==> config.mk <==
export PLATFORM = sky130hd
export DESIGN_NAME = fetch_flush_queue
export DESIGN_NICKNAME = d
export VERILOG_FILES = /design/src/rtl/fq_pkg.sv /design/src/rtl/fq_store.sv /design/src/rtl/fq_ctrl.sv /design/src/rtl/fetch_flush_queue.sv
export SDC_FILE = /design/constraint.sdc
export NUM_CORES = 1
export LEC_CHECK = 0
export BUFFER_PORTS_ARGS = -buffer_cell sky130_fd_sc_hd__buf_4
export CORE_MARGIN = 2
export CORE_UTILIZATION = 42
export CTS_BUF_LIST = sky130_fd_sc_hd__clkbuf_4
export DETAILED_ROUTE_END_ITERATION = 16
export GPL_TIMING_DRIVEN = 0
export PLACE_DENSITY = 0.68
export SLEW_MARGIN = 40
export SYNTH_ARGS = -nofsm -noshare
export SYNTH_HDL_FRONTEND = slang
export SYNTH_SLANG_ARGS = --single-unit
==> constraint.sdc <==
create_clock -name clk -period 11.1 [get_ports clk]
set_clock_uncertainty 0.15 [all_clocks]
set_input_delay 0.555 -clock clk [delete_from_list [all_inputs] [get_ports clk]]
set_output_delay 0.555 -clock clk [all_outputs]
set_load 0.01 [all_outputs]
==> src/rtl/fq_pkg.sv <==
package fq_pkg;
  typedef enum logic {
    FLUSH_DROPS_NEW = 1'b0,
    FLUSH_KEEPS_NEW = 1'b1
  } flush_order_e;
endpackage

==> src/rtl/fq_store.sv <==
module fq_store #(
  parameter int DEPTH = 2,
  parameter int W     = 64,
  localparam int PW   = (DEPTH > 1) ? $clog2(DEPTH) : 1
) (
  input  logic          clk,
  input  logic          wr_en,
  input  logic [PW-1:0] wr_addr,
  input  logic [W-1:0]  wr_data,
  input  logic [PW-1:0] rd_addr,
  output logic [W-1:0]  rd_data
);
  logic [W-1:0] slots [DEPTH];

  always_ff @(posedge clk) begin
    if (wr_en) slots[wr_addr] <= wr_data;
  end

  assign rd_data = slots[rd_addr];
endmodule

==> src/rtl/fq_ctrl.sv <==
module fq_ctrl
  import fq_pkg::*;
#(
  parameter int           DEPTH = 2,
  parameter flush_order_e ORDER = FLUSH_DROPS_NEW,
  localparam int PW = (DEPTH > 1) ? $clog2(DEPTH) : 1,
  localparam int CW = $clog2(DEPTH + 1)
) (
  input  logic          clk,
  input  logic          rst_n,
  input  logic          push_req,
  input  logic          pop_req,
  input  logic          flush,
  output logic          accept,
  output logic          has_head,
  output logic          wr_en,
  output logic [PW-1:0] wr_addr,
  output logic [PW-1:0] rd_addr
);
  logic [PW-1:0] rptr_q, wptr_q, rptr_d, wptr_d;
  logic [CW-1:0] cnt_q, cnt_d;
  logic          full, pop_take, push_fire, pop_fire;
  logic          flush_keeps;

  function automatic logic [PW-1:0] bump(input logic [PW-1:0] p);
    return (p == PW'(DEPTH - 1)) ? '0 : p + 1'b1;
  endfunction

  generate
    if (ORDER == FLUSH_KEEPS_NEW) begin : g_keep
      assign flush_keeps = 1'b1;
    end else begin : g_drop
      assign flush_keeps = 1'b0;
    end
  endgenerate

  assign full      = (cnt_q == CW'(DEPTH));
  assign has_head  = (cnt_q != '0);
  assign pop_take  = pop_req && has_head;
  assign accept    = !full || pop_take;
  assign push_fire = push_req && accept;
  assign pop_fire  = pop_take && !flush;

  assign wr_en   = push_fire && (!flush || flush_keeps);
  assign wr_addr = flush ? '0 : wptr_q;
  assign rd_addr = rptr_q;

  always_comb begin
    rptr_d = rptr_q;
    wptr_d = wptr_q;
    cnt_d  = cnt_q;
    if (flush) begin
      rptr_d = '0;
      if (flush_keeps && push_fire) begin
        wptr_d = bump('0);
        cnt_d  = CW'(1);
      end else begin
        wptr_d = '0;
        cnt_d  = '0;
      end
    end else begin
      if (pop_fire)  rptr_d = bump(rptr_q);
      if (push_fire) wptr_d = bump(wptr_q);
      cnt_d = cnt_q + CW'(push_fire) - CW'(pop_fire);
    end
  end

  always_ff @(posedge clk or negedge rst_n) begin
    if (!rst_n) begin
      rptr_q <= '0;
      wptr_q <= '0;
      cnt_q  <= '0;
    end else begin
      rptr_q <= rptr_d;
      wptr_q <= wptr_d;
      cnt_q  <= cnt_d;
    end
  end

  a_r3_no_overflow: assert property (@(posedge clk) disable iff (!rst_n)
    cnt_q <= CW'(DEPTH));

  a_r7_flush_empties: assert property (@(posedge clk) disable iff (!rst_n)
    (flush && !push_fire) |=> !has_head);

  generate
    if (ORDER == FLUSH_KEEPS_NEW) begin : g_chk_keep
      a_r6_keep_new: assert property (@(posedge clk) disable iff (!rst_n)
        (flush && push_fire) |=> (has_head && cnt_q == CW'(1)));
    end else begin : g_chk_drop
      a_r5_drop_new: assert property (@(posedge clk) disable iff (!rst_n)
        flush |=> !has_head);
    end
  endgenerate
endmodule

==> src/rtl/fetch_flush_queue.sv <==
module fetch_flush_queue
  import fq_pkg::*;
#(
  parameter int           DEPTH = 2,
  parameter int           IW    = 32,
  parameter int           AW    = 32,
  parameter flush_order_e ORDER = FLUSH_DROPS_NEW,
  localparam int PW = (DEPTH > 1) ? $clog2(DEPTH) : 1,
  localparam int EW = IW + 2 * AW
) (
  input  logic          clk,
  input  logic          rst_n,
  input  logic          in_valid,
  output logic          in_ready,
  input  logic [IW-1:0] in_instr,
  input  logic [AW-1:0] in_pc,
  input  logic [AW-1:0] in_ppc,
  output logic          out_valid,
  input  logic          out_ready,
  output logic [IW-1:0] out_instr,
  output logic [AW-1:0] out_pc,
  output logic [AW-1:0] out_ppc,
  input  logic          flush
);
  logic          wr_en;
  logic [PW-1:0] wr_addr, rd_addr;
  logic [EW-1:0] head;

  fq_ctrl #(.DEPTH(DEPTH), .ORDER(ORDER)) u_ctrl (
    .clk      (clk),
    .rst_n    (rst_n),
    .push_req (in_valid),
    .pop_req  (out_ready),
    .flush    (flush),
    .accept   (in_ready),
    .has_head (out_valid),
    .wr_en    (wr_en),
    .wr_addr  (wr_addr),
    .rd_addr  (rd_addr)
  );

  fq_store #(.DEPTH(DEPTH), .W(EW)) u_store (
    .clk     (clk),
    .wr_en   (wr_en),
    .wr_addr (wr_addr),
    .wr_data ({in_instr, in_pc, in_ppc}),
    .rd_addr (rd_addr),
    .rd_data (head)
  );

  assign {out_instr, out_pc, out_ppc} = head;

  a_r9_head_hold: assert property (@(posedge clk) disable iff (!rst_n)
    (out_valid && !out_ready && !flush) |=>
      (out_valid && $stable(out_instr) && $stable(out_pc) && $stable(out_ppc)));
endmodule

==> results.json <==
{
  "rsz0062_at_grt": "no",
  "start_util": 0.431,
  "die_h_um": 135,
  "crit_type": "reg -> reg",
  "rows": 47,
  "htreeDepth": 4,
  "setup_ws_ns": 8.39,
  "grt_overflow": 0,
  "track_usage": 0.173,
  "diodes": 0,
  "intPower_uw": 1280,
  "peakVddDrop_mv": 0.0988,
  "ios": 199,
  "hold_class": "in -> async",
  "cts_tree": "done",
  "io_buffers": 198,
  "ys_ff_latch": 196,
  "place_congestion": 0.711,
  "netlist.area_leader.share": 0.803,
  "pwr-share-clk": 0.210,
  "slowest_delay_ns": 0.61,
  "drt-wirelength-per-cell_um": 16.9,
  "grt_pass1_vias": 4712,
  "rrSetupSlack_ns": 8.39,
  "drt_iter0_markers": 204,
  "clockBufferDepth": 2,
  "post_cts_buffers": 0,
  "die_area_um2": 18200,
  "power_frac_seq": 0.507,
  "synthCells": 324,
  "setup_tns_ns": 0,
  "path_depth": 7,
  "synth.cell_area_um2": 7180,
  "path_clk_slew_ns": 0.14,
  "cp_top_family": "simple AND/OR/NAND/NOR gates",
  "dp_hpwl_mm": 10.1,
  "worstPathMaxFanout": 8,
  "synth.distinct_cells": 19,
  "arrival_ns": 2.83,
  "area_growth_pct": 45.1,
  "yosys-top-cells-area": "edfxtp_1, mux2_2, dfrtp_1, buf_6, buf_2",
  "p_leak_uw": 0.00397,
  "fin_util": 0.626,
  "relSlewSlack": 0.505,
  "hold_ws_ns": 0.177,
  "crit_required_ns": 11.22,
  "drive_gt1_frac": 0.537,
  "fin_cells": 901,
  "status": "completed",
  "first_pass_iters": 4,
  "p_per_area_nw_per_um2": 166,
  "drv_cap": 0,
  "p_sw_uw": 457,
  "drv_slew": 0,
  "grt_pass1_wl_mm": 24.0,
  "cp-end-kind": "register",
  "dp.cells": 771,
  "cp-start-kind": "register",
  "multi_input_area_um2": 1230,
  "ys_seq_area_frac": 0.817,
  "r2r_cells": 7,
  "grt_max_degree": 17,
  "syn_nets": 427,
  "tightestPinTransition_ns": 0.740,
  "cpMostUsedCell": "buf_2",
  "cts_made_buffers": 17,
  "clk_latency_ns": 0.55,
  "vias": 4186,
  "drc_errors": 0,
  "fin_crit_sh": 0.244,
  "design.core.area_um2": 16600,
  "ant_nets": 0,
  "combPwrFrac": 0.283,
  "root_buffer": "clkbuf_4",
  "synth.largest_area_cell": "edfxtp_1",
  "syn_avg_cell_area_um2": 22.2,
  "swShare": 0.264,
  "fp.dieW_um": 135,
  "fill_cells": 1201,
  "wl_mm": 15.2,
  "slowest_stage": "nor3b_2",
  "vias_per_cell": 4.65,
  "synth_warnings": 0,
  "preCtsSetupSlack_ns": 8.32,
  "maxClockFrequency_mhz": 369,
  "finalHoldViolations": 0,
  "crit_path_cell_trace": "or3b_4 > nand2_4 > nor3b_2 > buf_6 > buf_4 > buf_2 > buf_2",
  "cts.sinks": 196,
  "nets": 771,
  "setup_viol": 0,
  "critPathBufInv": 4,
  "antenna_found_initial": 0,
  "fin_crit_ns": 2.71,
  "register_area_um2": 5870
}
-- final cells by class --
cell class | instances | share of cell area
flip-flops and latches | 196 | 0.563
clock buffers | 18 | 0.0130
clock inverters | 14 | 0.0130
multi-input cells | 114 | 0.118
plain buffers | 11 | 0.00769
inverters | 3 | 0.00108
repair buffers | 325 | 0.258
well taps | 220 | 0.0264
-- stage by stage --
stage / cell area [µm²] / power (µW)
4_1_cts: 10400 / 1750
2_1_floorplan: 7180 / 1150
3_5_place_dp: 9170 / 1360
6_report: 10400 / 1730
5_1_grt: 10400 / 1820
3_3_place_gp: 8940 / 1360
-- layout by cell type (no fill, tap or decap), types with 4 or more instances in the layout --
cell / instances
clkbuf_4: 18
clkinv_1: 4
edfxtp_1: 192
buf_6: 10
nor2_1: 4
dfrtp_1: 4
buf_4: 212
dlygate4sd3_1: 98
buf_2: 16
mux2_2: 94
-- power by group through the flow --
stage,clock (µW),combinational (µW),sequential [µW]
finish,365,490,878
global placement,0,446,910
detailed placement,0,466,895
floorplan,0,247,902
CTS,380,497,878
global route,410,527,883
-- per-layer routing --
metal / wire length, µm / vias to the layer above / GRT usage / share of wire
met4: 204 / 0 / 0.0509 / 0.013
met1: 5810 / 2064 / 0.183 / 0.38
li1: - / 1969 / - / -
met5: 0 / - / 0 / 0
met2: 8190 / 135 / 0.321 / 0.54
met3: 1000 / 18 / 0.0638 / 0.066
-- cells by family after synthesis --
group           share of synthesized area
compound gates                   0.000697
xor+xnor                          0.00366
fa+ha+maj                         0.00349
buf+inv                            0.0127
flops                               0.817
mux                                 0.153
simple gates                      0.00959
-- cell usage after synthesis (all sizes together) --
master  count
nand2       1
nor3b       1
xnor2       1
dfrtp       4
or2         1
nor3        1
ha          2
mux2       97
xor2        2
or3b        1
buf        11
inv         3
edfxtp    192
nor2b       2
nor2        4
o21ai       1
-- sequential cells by signal (all words and copies together) (netlist names) --
name and cells:
u_ctrl.cnt_q 2, u_ctrl.rd_addr 1, u_ctrl.wptr_q 1, u_store.slots 192
-- timing repair --
item / 4_1_cts / 5_1_grt
resized for setup: 0 / 0
hold endpoints to repair: 198 / 0
hold buffers: 98 / 0
-- worst register-to-register path, cell delays in order (launching register included) --
cell and delay, ns:
dfrtp_1 0.44, or3b_4 0.27, nand2_4 0.07, nor3b_2 0.61
buf_6 0.23, buf_4 0.17, buf_2 0.25, buf_2 0.23
-- path summary, 6_finish.rpt --
check / startpoint / to
worst max-delay path: u_ctrl.cnt_q[1]$_DFF_PN0_ / u_store.slots[1][58]$_DFFE_PP_
worst min-delay path: rst_n / u_ctrl.cnt_q[1]$_DFF_PN0_
worst max register to register: u_ctrl.cnt_q[1]$_DFF_PN0_ / u_store.slots[1][58]$_DFFE_PP_
worst min register to register: u_ctrl.wptr_q$_DFFE_PN0P_ / u_store.slots[0][35]$_DFFE_PP_
max in group asynchronous: rst_n / u_ctrl.cnt_q[0]$_DFF_PN0_
min in group clk: in_valid / u_ctrl.wptr_q$_DFFE_PN0P_
No activity file was read; power rests on OpenSTA's default activity.
